<file path="config.mk">
export PLATFORM = sky130hd
export DESIGN_NAME = sram_rdout_stage
export DESIGN_NICKNAME = d
export VERILOG_FILES = /design/src/rtl/rdo_pkg.sv /design/src/rtl/rdo_capture.sv /design/src/rtl/rdo_store.sv /design/src/rtl/rdo_window.sv /design/src/rtl/rdo_drive.sv /design/src/rtl/sram_rdout_stage.sv
export SDC_FILE = /design/constraint.sdc
export NUM_CORES = 1
export LEC_CHECK = 0
export ABC_AREA = 1
export BUFFER_PORTS_ARGS = -buffer_cell sky130_fd_sc_hd__buf_4
export CELL_PAD_IN_SITES_DETAIL_PLACEMENT = 1
export CELL_PAD_IN_SITES_GLOBAL_PLACEMENT = 2
export CORE_MARGIN = 5
export CORE_UTILIZATION = 43
export DETAILED_ROUTE_END_ITERATION = 10
export PLACE_DENSITY_LB_ADDON = 0.1
export SYNTH_ARGS = -nofsm -noshare
export SYNTH_HDL_FRONTEND = slang
export SYNTH_SLANG_ARGS = --single-unit
</file>
<file path="constraint.sdc">
create_clock -name clk -period 9.65 [get_ports clk]
set_input_delay 2.895 -clock clk [delete_from_list [all_inputs] [get_ports clk]]
set_output_delay 2.895 -clock clk [all_outputs]
set_load 0.1 [all_outputs]
</file>
<file path="src/rtl/rdo_pkg.sv">
// Package: shared command encoding for the read output stage.
// Assumes a two-bit command field driven by the surrounding control logic.
package rdo_pkg;

    typedef enum logic [1:0] {
        OP_IDLE  = 2'b00,
        OP_RD    = 2'b01,
        OP_WR    = 2'b10,
        OP_SPARE = 2'b11
    } op_e;

endpackage

</file>
<file path="src/rtl/rdo_capture.sv">
// Module: input register stage. Captures the command, address, write word
// and byte mask on each rising edge. Sleep or the spare code turn the
// captured command into an idle one.
// Assumes: synchronous active-low reset; inputs meet setup to clk.
module rdo_capture
    import rdo_pkg::*;
#(
    parameter int DATA_W = 32,
    parameter int BYTE_W = 8,
    parameter int ADDR_W = 4
) (
    input  logic                       clk,
    input  logic                       rst_n,
    input  logic                       sleep,
    input  logic [1:0]                 cmd,
    input  logic [ADDR_W-1:0]          addr,
    input  logic [DATA_W-1:0]          wdata,
    input  logic [DATA_W/BYTE_W-1:0]   wbe,
    output op_e                        op_q,
    output logic [ADDR_W-1:0]          addr_q,
    output logic [DATA_W-1:0]          wdata_q,
    output logic [DATA_W/BYTE_W-1:0]   wbe_q
);
    localparam int NBYTES = DATA_W / BYTE_W;

    op_e op_d;

    // Decode the raw command; sleep and the spare code become idle.
    always_comb begin
        if (sleep) begin
            op_d = OP_IDLE;
        end else begin
            case (cmd)
                2'b01:   op_d = OP_RD;
                2'b10:   op_d = OP_WR;
                default: op_d = OP_IDLE;
            endcase
        end
    end

    // Register the decoded command and its operands.
    always_ff @(posedge clk) begin
        if (!rst_n) begin
            op_q    <= OP_IDLE;
            addr_q  <= '0;
            wdata_q <= '0;
            wbe_q   <= {NBYTES{1'b0}};
        end else begin
            op_q    <= op_d;
            addr_q  <= addr;
            wdata_q <= wdata;
            wbe_q   <= wbe;
        end
    end

endmodule

</file>
<file path="src/rtl/rdo_store.sv">
// Module: storage model with one byte-masked write port and a registered
// read port. One lane per byte, so byte writes never touch neighbours.
// Assumes: read and write never target the same cycle (single command).
module rdo_store #(
    parameter int DATA_W = 32,
    parameter int BYTE_W = 8,
    parameter int ADDR_W = 4
) (
    input  logic                       clk,
    input  logic                       rst_n,
    input  logic                       rd_en,
    input  logic                       wr_en,
    input  logic [ADDR_W-1:0]          addr,
    input  logic [DATA_W-1:0]          wdata,
    input  logic [DATA_W/BYTE_W-1:0]   wbe,
    output logic [DATA_W-1:0]          rd_q
);
    localparam int NBYTES = DATA_W / BYTE_W;
    localparam int DEPTH  = 1 << ADDR_W;

    for (genvar b = 0; b < NBYTES; b++) begin : g_lane
        logic [BYTE_W-1:0] cells [DEPTH];
        logic [BYTE_W-1:0] lane_q;

        // Write this byte lane when its mask bit is set.
        always_ff @(posedge clk) begin
            if (wr_en && wbe[b]) begin
                cells[addr] <= wdata[b*BYTE_W +: BYTE_W];
            end
        end

        // Registered read of this byte lane.
        always_ff @(posedge clk) begin
            if (!rst_n) begin
                lane_q <= '0;
            end else if (rd_en) begin
                lane_q <= cells[addr];
            end
        end

        assign rd_q[b*BYTE_W +: BYTE_W] = lane_q;
    end

endmodule

</file>
<file path="src/rtl/rdo_window.sv">
// Module: drive window tracker. Marks when a read result is pending on the
// bus and applies the extra hold cycle of dual-cycle deselect mode.
// Assumes: op_i comes from the input register; scd_mode is static.
module rdo_window
    import rdo_pkg::*;
(
    input  logic clk,
    input  logic rst_n,
    input  logic scd_mode,
    input  op_e  op_i,
    output logic valid
);
    logic hold_r;
    logic extend;

    // A single extra cycle after a read, only in dual mode and only on idle.
    assign extend = !scd_mode && (op_i == OP_IDLE) && valid && !hold_r;

    // Update the pending flag and the hold-used marker.
    always_ff @(posedge clk) begin
        if (!rst_n) begin
            valid  <= 1'b0;
            hold_r <= 1'b0;
        end else begin
            valid  <= (op_i == OP_RD) || extend;
            hold_r <= extend;
        end
    end

endmodule

</file>
<file path="src/rtl/rdo_drive.sv">
// Module: output gate. Combines the pending flag with the asynchronous
// output enable and sleep, and fans the result out per byte lane.
// Assumes: oe_n and sleep may change at any time.
module rdo_drive #(
    parameter int DATA_W = 32,
    parameter int BYTE_W = 8
) (
    input  logic              valid,
    input  logic              oe_n,
    input  logic              sleep,
    input  logic [DATA_W-1:0] data,
    output logic [DATA_W-1:0] dq_out,
    output logic [DATA_W-1:0] dq_oe
);
    localparam int NBYTES = DATA_W / BYTE_W;

    logic lane_on;

    // Drivers are on only with a pending result, enable low and no sleep.
    assign lane_on = valid && !oe_n && !sleep;
    assign dq_out  = data;

    for (genvar b = 0; b < NBYTES; b++) begin : g_en
        assign dq_oe[b*BYTE_W +: BYTE_W] = {BYTE_W{lane_on}};
    end

endmodule

</file>
<file path="src/rtl/sram_rdout_stage.sv">
// Module: top of the read output stage. Input register, storage model,
// drive window tracker and output gate in series. Read data follows the
// capture edge by one edge; deselect release depends on scd_mode.
// Assumes: scd_mode is static between resets; DATA_W is a multiple of BYTE_W.
module sram_rdout_stage
    import rdo_pkg::*;
#(
    parameter int DATA_W = 32,
    parameter int BYTE_W = 8,
    parameter int ADDR_W = 4
) (
    input  logic                       clk,
    input  logic                       rst_n,
    input  logic                       scd_mode,
    input  logic                       sleep,
    input  logic                       oe_n,
    input  logic [1:0]                 cmd,
    input  logic [ADDR_W-1:0]          addr,
    input  logic [DATA_W-1:0]          wdata,
    input  logic [DATA_W/BYTE_W-1:0]   wbe,
    output logic [DATA_W-1:0]          dq_out,
    output logic [DATA_W-1:0]          dq_oe
);
    localparam int NBYTES = DATA_W / BYTE_W;

    op_e                 op_q;
    logic [ADDR_W-1:0]   addr_q;
    logic [DATA_W-1:0]   wdata_q;
    logic [NBYTES-1:0]   wbe_q;
    logic [DATA_W-1:0]   rd_word;
    logic                pend;

    rdo_capture #(.DATA_W(DATA_W), .BYTE_W(BYTE_W), .ADDR_W(ADDR_W)) u_cap (
        .clk(clk), .rst_n(rst_n), .sleep(sleep), .cmd(cmd), .addr(addr),
        .wdata(wdata), .wbe(wbe), .op_q(op_q), .addr_q(addr_q),
        .wdata_q(wdata_q), .wbe_q(wbe_q)
    );

    rdo_store #(.DATA_W(DATA_W), .BYTE_W(BYTE_W), .ADDR_W(ADDR_W)) u_mem (
        .clk(clk), .rst_n(rst_n), .rd_en(op_q == OP_RD), .wr_en(op_q == OP_WR),
        .addr(addr_q), .wdata(wdata_q), .wbe(wbe_q), .rd_q(rd_word)
    );

    rdo_window u_win (
        .clk(clk), .rst_n(rst_n), .scd_mode(scd_mode), .op_i(op_q), .valid(pend)
    );

    rdo_drive #(.DATA_W(DATA_W), .BYTE_W(BYTE_W)) u_drv (
        .valid(pend), .oe_n(oe_n), .sleep(sleep), .data(rd_word),
        .dq_out(dq_out), .dq_oe(dq_oe)
    );

endmodule

</file>
==> flow_metrics.py, run 1 <==
metrics = {
    "grt": {
        "grt_max_degree": 76,
        "gr-total-overflow": 0,
        "grt_first_pass_wirelength_um": 100000,
        "antenna_found_initial": 2,
        "first_global_vias": 16543,
        "grt_usage_pct": 22.1,
    },
    "clocking": {
        "cts_hold_buf": 0,
        "cts_buffers": 68,
        "h-tree-depth": 3,
        "cts_resized": 0,
        "cts_tree": "yes",
        "cts_root_buf": "clkbuf_16",
        "clk_pin_slew_worst_paths_ns": 0.05,
        "clk_path_buf_depth": 3,
        "cts_setup_buffers": 0,
        "clkLatencyLatePin_ns": 0.60,
        "cts_sinks": 588,
    },
    "sta": {
        "finalSetupViolCount": 0,
        "maxSlewHeadroom_pct": 13.5,
        "fin_worst_skew_ns": 0.0161,
        "min_period_over_period_pct": 74.7,
        "setup-tns-final_ns": 0,
        "worst_pin_slew_ns": 1.29,
        "min_period_ns": 7.21,
        "finalMaxSlewViolations": 0,
        "max_freq_ghz": 0.139,
        "rsz0062_at_grt": "false",
        "finalHoldViolations": 0,
    },
    "routing": {
        "dr_total_vias": 15961,
        "drc": 0,
        "drtPass1Iterations": 5,
        "avgRoutedWirePerCell_um": 21.4,
        "wl_um": 66800,
        "final_antenna_net_count": 0,
        "drt_iter0_markers": 997,
        "viasPerCell": 5.11,
    },
    "synthesis": {
        "yosysWarnings": 0,
        "synth.distinct_cells": 16,
        "syn_inst": 2304,
        "ys_seq_area_share_pct": 71.3,
        "syn_nets": 2351,
        "syn-cell-area_um2": 23700,
        "syn_area_per_cell_um2": 10.3,
        "ys_ff_latch": 588,
    },
    "die": {
        "die_y_um": 245,
        "start_util_pct": 43.2,
        "io-pin-count": 111,
        "die_w_um": 245,
        "rows": 86,
        "fp.coreArea_um2": 54900,
        "die-area_um2": 59900,
    },
    "power": {
        "leakagePower_uw": 0.0107,
        "power.ir.vdd_worst_v": 0.000183,
        "finalPower_uw": 5760,
        "p_per_area_nw_per_um2": 212,
    },
    "layout": {
        "area_growth_pct": 14.7,
        "multiInputGateArea_um2": 5870,
        "drive_gt1_share_pct": 10.1,
        "final-instance-count-excl-fill": 3126,
        "diodes": 0,
        "final_nets": 2415,
        "seqCellArea_um2": 16900,
        "stdcell_area_um2": 27200,
        "nFillCells": 5906,
    },
    "place": {
        "place_area_um2": 24900,
        "gp_congestion": 0.746,
        "io_buffers": 110,
        "place_hpwl_um": 37500,
        "place_inst": 3002,
    },
    "status": {
        "status": "finished clean",
    },
    "critical_path": {
        "cp_max_fo": 32,
        "startpoint_type": "input port",
        "worstPathCellList": "buf_4, inv_1, nand2_1, nor2_2, buf_4",
        "worst_ep_required_time_ns": 6.76,
        "crit_arrival_ns": 4.32,
        "cp_common_cell": "buf_4",
        "max_stage_delay_ns": 0.75,
        "cp_top_family": "simple AND/OR/NAND/NOR gates",
        "crit_slowest_cell": "nor2_2",
        "path_buf_inv": 3,
        "end_kind": "output port",
        "worstSetupPathType": "in -> out",
    },
    "flow_run": {
        "max_cap_viol_count": 0,
    },
    "hold_path": {
        "min_path_type": "reg -> reg",
    },
}
-- registers in the layout (all words and copies together) (netlist names) --
register / count
u_win.hold_r: 1
u_win.valid: 1
u_cap.wbe_q: 4
u_cap.op_q: 2
u_mem.g_lane.lane_q: 32
u_cap.addr_q: 4
u_cap.wdata_q: 32
u_mem.g_lane.cells: 512
-- report_power, final --
group / total [uW] / leakage [uW] / switching [uW] / internal (uW)
Sequential: 2820 / 0.00464 / 41.2 / 2780
Combinational: 307 / 0.00493 / 224 / 83.8
Clock: 2640 / 0.00112 / 999 / 1640
Total: 5760 / 0.0107 / 1260 / 4500
-- cells by family (layout without fill, tap and decap cells) --
logic type / after synthesis / count (layout) / share of synthesized area [%]
DFF: 588 / 588 / 71.3
AOI/OAI and AO/OA: 33 / 33 / 0.697
buffers and inverters: 196 / 314 / 4.07
and+or+nand+nor: 1487 / 1487 / 24.0
-- path summary, 6_finish.rpt --
kind                                                  from                                    end  slack (ns)  cells after the start
worst min register to register     u_win.hold_r$_SDFF_PN0_                u_win.hold_r$_SDFF_PN0_        0.49                      2
worst max-delay path                                 sleep                              dq_oe[29]        2.44                      5
worst max register to register  u_cap.addr_q[1]$_SDFF_PN0_  u_mem.g_lane[1].cells[2][4]$_DFFE_PP_        5.91                      5
worst min-delay path               u_win.hold_r$_SDFF_PN0_                u_win.hold_r$_SDFF_PN0_        0.49                      2
-- cell usage after synthesis --
cell type / number / area share, %
o21ai_0: 33 / 0.70
dfxtp_1: 76 / 6.4
inv_2: 2 / 0.032
clkinv_1: 3 / 0.048
buf_4: 41 / 1.3
nor3_1: 2 / 0.042
clkbuf_1: 37 / 0.59
nor2_1: 133 / 2.1
buf_2: 61 / 1.3
inv_1: 48 / 0.76
nand3b_1: 1 / 0.032
edfxtp_1: 512 / 65
buf_1: 4 / 0.063
nand2_1: 1281 / 20
nand3_1: 68 / 1.4
nor2_2: 2 / 0.053
-- placed cells by master (no fill, tap or decap) --
cell,Yosys,layout
buf_4,41,137
bufinv_16,0,8
clkbuf_1,37,21
clkbuf_16,0,73
clkbuf_8,0,6
clkinv_1,3,9
clkinv_2,0,7
clkinv_4,0,1
dfxtp_1,76,74
dfxtp_4,0,2
edfxtp_1,512,512
inv_1,48,47
inv_2,2,3
inv_4,0,1
inv_6,0,1
nand2_1,1281,1281
nand3_1,68,68
nand3b_1,1,1
nor2_1,133,130
nor2_2,2,1
nor2_4,0,4
nor3_1,2,2
o21ai_0,33,33
-- tightest hold or removal path: cells and delay by family, from the launching register on --
kind	cells	cell delay (ns)
and+or+nand+nor	2	0.15
DFF	1	0.30
-- per-layer routing --
| layer | track usage [%] | vias to the layer above | routed length, um |
|---|---|---|---|
| li1 | - | 7554 | - |
| met4 | 6.11 | 0 | 1750 |
| met1 | 30.3 | 7924 | 30000 |
| met5 | 0 | - | 0 |
| met2 | 36.7 | 374 | 31700 |
| met3 | 4.09 | 109 | 3390 |
-- per-stage QoR --
| step | setup WS, ns | hold WS, ns | utilization [%] |
|---|---|---|---|
| after floorplan | 2.28 | 0.455 | - |
| after detailed placement | 2.40 | 0.482 | 45.4 |
| after global placement | 2.45 | 0.476 | 45.4 |
| after CTS | 2.40 | 0.492 | 49.6 |
| after global routing | 2.22 | 0.508 | 49.6 |
| final | 2.44 | 0.486 | 49.6 |
-- area by class of cell --
| type | count | share of cell area (%) |
|---|---|---|
| Clock buffer | 100 | 7.31 |
| Clock inverter | 24 | 1.15 |
| Inverter | 53 | 0.759 |
| Multi-Input combinational cell | 1520 | 21.6 |
| Sequential cell | 588 | 62.2 |
| Tap cell | 704 | 3.24 |
| Timing Repair Buffer | 137 | 3.78 |
Power figures use the tool's default switching activity.
==> run 2, diff against run 1 <==
- ABC_AREA: 1 -> 0
- CORE_UTILIZATION: 43 -> 42
- clock period: 9.65 -> 5.9 ns (I/O delays scaled with it)
==> run 2 against run 1 <==
Flip-flop and latch count did not move. Global-route usage fell by 3.1 points. Die area fell by 2.3%. Utilization fell by 1.5 points. First-iteration DRC count fell by 24%. Sequential share of layout area rose by 3.5 points. Worst hold slack improved by 0.0085 ns. Design area fell by 5.4%.
==> flow_metrics.py, run 2 <==
metrics = {
    "place": {
        "place_hpwl_um": 32000,
        "io_buffers": 110,
        "place_inst": 1955,
        "gp_congestion": 0.731,
    },
    "die": {
        "die-area_um2": 58500,
        "die_y_um": 242,
        "io-pin-count": 111,
        "start_util_pct": 42.1,
        "die_w_um": 242,
        "rows": 85,
        "fp.coreArea_um2": 53600,
    },
    "sta": {
        "finalMaxSlewViolations": 0,
        "fin_worst_skew_ns": 0.0129,
        "rsz0062_at_grt": "false",
        "max_freq_ghz": 0.223,
        "setup-tns-final_ns": 0,
        "min_period_over_period_pct": 76.0,
        "finalSetupViolCount": 0,
        "maxSlewHeadroom_pct": 17.1,
        "finalHoldViolations": 0,
        "worst_pin_slew_ns": 1.24,
        "min_period_ns": 4.48,
    },
    "clocking": {
        "clk_path_buf_depth": 3,
        "cts_root_buf": "clkbuf_16",
        "cts_hold_buf": 0,
        "cts_resized": 0,
        "h-tree-depth": 2,
        "clk_pin_slew_worst_paths_ns": 0.06,
        "cts_buffers": 61,
        "cts_sinks": 588,
        "cts_tree": "yes",
        "cts_setup_buffers": 0,
        "clkLatencyLatePin_ns": 0.62,
    },
    "routing": {
        "final_antenna_net_count": 0,
        "viasPerCell": 5.46,
        "drtPass1Iterations": 5,
        "drt_iter0_markers": 753,
        "dr_total_vias": 11308,
        "wl_um": 56700,
        "drc": 0,
        "avgRoutedWirePerCell_um": 27.4,
    },
    "layout": {
        "layout_commonest_cell": "edfxtp_1",
        "area_growth_pct": 13.9,
        "largest_reg_flops": 512,
        "drive_gt1_share_pct": 23.7,
        "final_nets": 1369,
        "nFillCells": 4993,
        "final_cell_mix": "edfxtp_1 (512), mux2i_1 (160), buf_4 (139)",
        "regMostFlops": "u_mem.g_lane.cells",
        "final_util_pct": 48.0,
        "diodes": 0,
        "final-instance-count-excl-fill": 2070,
        "top_regs": "u_mem.g_lane.cells (512), u_cap.wdata_q (32), u_mem.g_lane.lane_q (32)",
    },
    "synthesis": {
        "syn_nets": 1269,
        "synthDominantCellAreaShare_pct": 68.1,
        "synth_edf_count": 512,
        "yosysTopAreaCell": "edfxtp_1",
        "ys_top_cells_by_area": "edfxtp_1 (68%), mux2i_1 (7.1%), dfxtp_1 (6.7%)",
        "synth.distinct_cells": 30,
        "async_flop_share_pct": 0,
        "ys_seq_area_share_pct": 74.8,
        "syn-cell-area_um2": 22600,
        "yosysMostFrequentCell": "edfxtp_1",
        "ys_ff_latch": 588,
        "yosys-top-cells-count": "edfxtp_1 (512), mux2i_1 (160), dfxtp_1 (76)",
        "ys.flop_type": "edfxtp_1",
        "yosysWarnings": 0,
        "syn_inst": 1222,
        "syn_area_per_cell_um2": 18.5,
    },
    "status": {
        "status": "finished clean",
    },
    "critical_path": {
        "ff2ff_path_depth": 5,
        "startpoint_type": "input port",
        "path_buf_inv": 3,
        "cp_top_family": "buffers and inverters",
        "worstPathCellList": "buf_4, nor3b_2, buf_4, buf_4",
        "cp_common_cell": "buf_4",
        "end_kind": "output port",
        "worstSetupPathType": "in -> out",
        "rr_endpoint": "u_mem.g_lane[1].lane_q[7]$_SDFFE_PN0N_",
        "crit_slowest_cell": "buf_4",
        "cp_max_fo": 32,
        "r2r-start": "u_cap.addr_q[3]$_SDFF_PN0_",
        "crit_arrival_ns": 2.71,
        "worst_ep_required_time_ns": 4.13,
        "setup.reg_to_reg.worst_slack_ns": 2.89,
        "max_stage_delay_ns": 0.35,
    },
    "grt": {
        "grt_max_degree": 77,
        "antenna_found_initial": 1,
        "first_global_vias": 12057,
        "grt_usage_pct": 19.1,
        "gr-total-overflow": 0,
        "grt_first_pass_wirelength_um": 82800,
    },
    "hold_path": {
        "holdPathStages": 2,
        "hold_end": "u_win.hold_r$_SDFF_PN0_",
        "min_path_type": "reg -> reg",
        "min-delay-start": "u_win.valid$_SDFF_PN0_",
    },
    "power": {
        "leakagePower_uw": 0.00774,
        "power.ir.vdd_worst_v": 0.000236,
        "p_per_area_nw_per_um2": 339,
    },
    "flow_run": {
        "max_cap_viol_count": 0,
    },
}
==> run 2: cell count changes after synthesis, moves of 31 or more <==
cell and delta:
inv_1 -48, buf_2 -38, o22ai_1 +64, mux4_2 +62
nor3_1 +31, mux2i_1 +160, nor2_1 -66, and2_1 +41
nand3_1 -61, a211oi_2 +32, nand2_1 -1267
==> run 2: worst max path at each step <==
stage,to,cells past startpoint,startpoint
global route,dq_oe[28],4,sleep
CTS,dq_oe[28],4,sleep
global placement,dq_oe[18],4,sleep
finish,dq_oe[28],4,sleep
floorplan,dq_oe[0],2,sleep
detailed placement,dq_oe[28],4,sleep
==> run 2: cell type report <==
cell class | instances | area [um^2] | area share, %
clock buffer | 107 | 1870 | 7.27
clock inverter | 8 | 95.1 | 0.370
multi-input combinational | 531 | 4920 | 19.1
sequential | 588 | 16900 | 65.7
tap | 696 | 871 | 3.38
timing repair buffer | 140 | 1060 | 4.13
==> run 2: worst reg2reg max path, stage by stage (launching register included) <==
cell	delay, ns
dfxtp_4	0.91
or2_1	0.76
buf_4	0.46
o22ai_1	0.17
nor3_1	0.48
a211oi_2	0.06
==> run 2: logic make-up after synthesis <==
logic type	after synthesis	share of synthesized area [%]
DFF	588	74.8
buffers and inverters	103	3.51
and+or+nand+nor	178	3.91
muxes	224	13.5
AOI/OAI and AO/OA	129	4.29
==> run 2: per-layer routing <==
layer | up-vias | part of all wire, % | GRT usage, %
met4 | 0 | 2.3 | 5.45
met1 | 5984 | 45 | 27.0
li1 | 5006 | - | -
met3 | 85 | 3.5 | 2.31
met2 | 233 | 49 | 31.4
met5 | - | 0 | 0
==> run 2: metrics by stage <==
| step | setup slack, ns | area (um^2) | hold WS (ns) | power (uW) |
|---|---|---|---|---|
| floorplan | 0.0179 | 22600 | 0.423 | 4940 |
| global placement | 1.42 | 23800 | 0.480 | 5050 |
| detailed placement | 1.40 | 23800 | 0.482 | 5060 |
| CTS | 1.41 | 25700 | 0.494 | 8810 |
| global route | 1.33 | 25700 | 0.529 | 9010 |
| finish | 1.42 | 25700 | 0.495 | 8720 |
==> run 2: where the power goes <==
| part | internal, uW | leakage, uW | switching, uW |
|---|---|---|---|
| combinational | 132 | 0.00215 | 212 |
| sequential | 4540 | 0.00464 | 77.0 |
| clock | 2220 | 0.000953 | 1540 |
| total | 6890 | 0.00774 | 1830 |
==> run 3, diff against run 2 <==
- clock period: 5.9 -> 4.05 ns (I/O delays scaled with it)
==> run 3 against run 2 <==
Non-clock buffer count increased by 36. Sequential power grew 45%. Worst setup slack lost 0.73 ns. Die area unchanged. Flip-flop and latch count stayed put. Critical path type unchanged. Largest cell class unchanged.
==> flow_metrics.py, run 3 (synthesized netlist as in run 2, its figures left out) <==
metrics = {
    "power": {
        "leakagePower_uw": 0.00795,
        "p_per_area_nw_per_um2": 488,
        "finalPower_uw": 12700,
        "power.ir.vdd_worst_v": 0.000307,
    },
    "sta": {
        "hold_ws_ns": 0.472,
        "finalSetupViolCount": 0,
        "max_freq_ghz": 0.297,
        "min_period_over_period_pct": 83.1,
        "finalMaxSlewViolations": 0,
        "maxSlewHeadroom_pct": 24.4,
        "min_period_ns": 3.37,
        "setup-tns-final_ns": 0,
        "worst_pin_slew_ns": 1.13,
        "finalHoldViolations": 0,
        "rsz0062_at_grt": "false",
        "fin_worst_skew_ns": 0.0112,
    },
    "grt": {
        "grt_first_pass_wirelength_um": 82200,
        "gr-total-overflow": 0,
        "antenna_found_initial": 1,
        "grt_usage_pct": 18.9,
        "first_global_vias": 12032,
        "grt_max_degree": 79,
    },
    "critical_path": {
        "worst_ep_required_time_ns": 2.83,
        "max_stage_delay_ns": 0.35,
        "crit_slowest_cell": "buf_4",
        "cp_max_fo": 32,
        "worstSetupPathType": "in -> out",
        "worstPathCellList": "buf_4, nor3b_2, buf_4, buf_4",
        "end_kind": "output port",
        "startpoint_type": "input port",
        "crit_arrival_ns": 2.15,
        "cp_top_family": "buffers and inverters",
        "cp_common_cell": "buf_4",
        "path_buf_inv": 3,
    },
    "routing": {
        "viasPerCell": 5.40,
        "dr_total_vias": 11366,
        "final_antenna_net_count": 0,
        "drc": 0,
        "drt_iter0_markers": 724,
        "wl_um": 56200,
        "drtPass1Iterations": 5,
        "avgRoutedWirePerCell_um": 26.7,
    },
    "layout": {
        "final_nets": 1405,
        "regMostFlops": "u_mem.g_lane.cells",
        "layout_commonest_cell": "edfxtp_1",
        "top_regs": "u_mem.g_lane.cells (512), u_cap.wdata_q (32), u_mem.g_lane.lane_q (32)",
        "area_growth_pct": 15.2,
        "final_cell_mix": "edfxtp_1 (512), buf_4 (173), mux2i_1 (160)",
        "drive_gt1_share_pct": 25.8,
        "largest_reg_flops": 512,
        "diodes": 0,
    },
    "clocking": {
        "clkLatencyLatePin_ns": 0.61,
        "clk_path_buf_depth": 3,
        "cts_setup_buffers": 0,
        "cts_hold_buf": 0,
        "clk_pin_slew_worst_paths_ns": 0.06,
        "cts_resized": 0,
        "cts_sinks": 588,
        "cts_tree": "yes",
        "h-tree-depth": 2,
        "cts_buffers": 61,
        "cts_root_buf": "clkbuf_16",
    },
    "die": {
        "start_util_pct": 42.1,
        "die-area_um2": 58500,
        "die_w_um": 242,
        "io-pin-count": 111,
        "die_y_um": 242,
        "rows": 85,
        "fp.coreArea_um2": 53600,
    },
    "flow_run": {
        "max_cap_viol_count": 0,
    },
    "place": {
        "io_buffers": 110,
        "gp_congestion": 0.728,
        "place_hpwl_um": 32200,
    },
    "status": {
        "status": "finished clean",
    },
    "hold_path": {
        "min_path_type": "reg -> reg",
    },
}
-- run 3: final timing paths --
check                      startpoint                                      to  slack [ns]  depth (start not counted)
max                             sleep                                dq_oe[8]        0.68                          4
min          u_cap.op_q[0]$_SDFF_PP0_                 u_win.hold_r$_SDFF_PN0_        0.47                          1
max reg2reg  u_cap.op_q[1]$_SDFF_PP0_  u_mem.g_lane[3].cells[15][3]$_DFFE_PP_        1.30                          3
min reg2reg  u_cap.op_q[0]$_SDFF_PP0_                 u_win.hold_r$_SDFF_PN0_        0.47                          1
-- run 3: layout make-up --
type                       count  area [um^2]
fill                        5033        27600
clock buffer                  88         1710
timing repair buffer         176         1360
tap                          696          871
sequential                   588        16900
multi-input combinational    531         4920
clock inverter                26          253
-- run 3: where the power goes --
part	switching [uW]	total, uW	internal (uW)
clock	2230	5460	3230
sequential	106	6720	6620
combinational	321	516	196
-- run 3: routing by layer --
| metal | share of wire, % | vias up | global-route usage [%] |
|---|---|---|---|
| met1 | 44 | 5958 | 26.1 |
| met2 | 49 | 257 | 31.6 |
| met4 | 2.1 | 0 | 5.20 |
| met3 | 4.6 | 73 | 3.11 |
| li1 | - | 5078 | - |
| met5 | 0 | - | 0 |
-- run 3: stage by stage --
stage,worst slack (ns),std cells,cell area [um^2],utilization (%)
6_report,0.684,2105,26000,48.5
5_1_grt,0.592,2105,26000,48.5
4_1_cts,0.668,2105,26000,48.5
3_5_place_dp,0.673,1991,24100,44.9
3_3_place_gp,0.690,1991,24100,44.9
2_1_floorplan,0.161,1222,22600,-
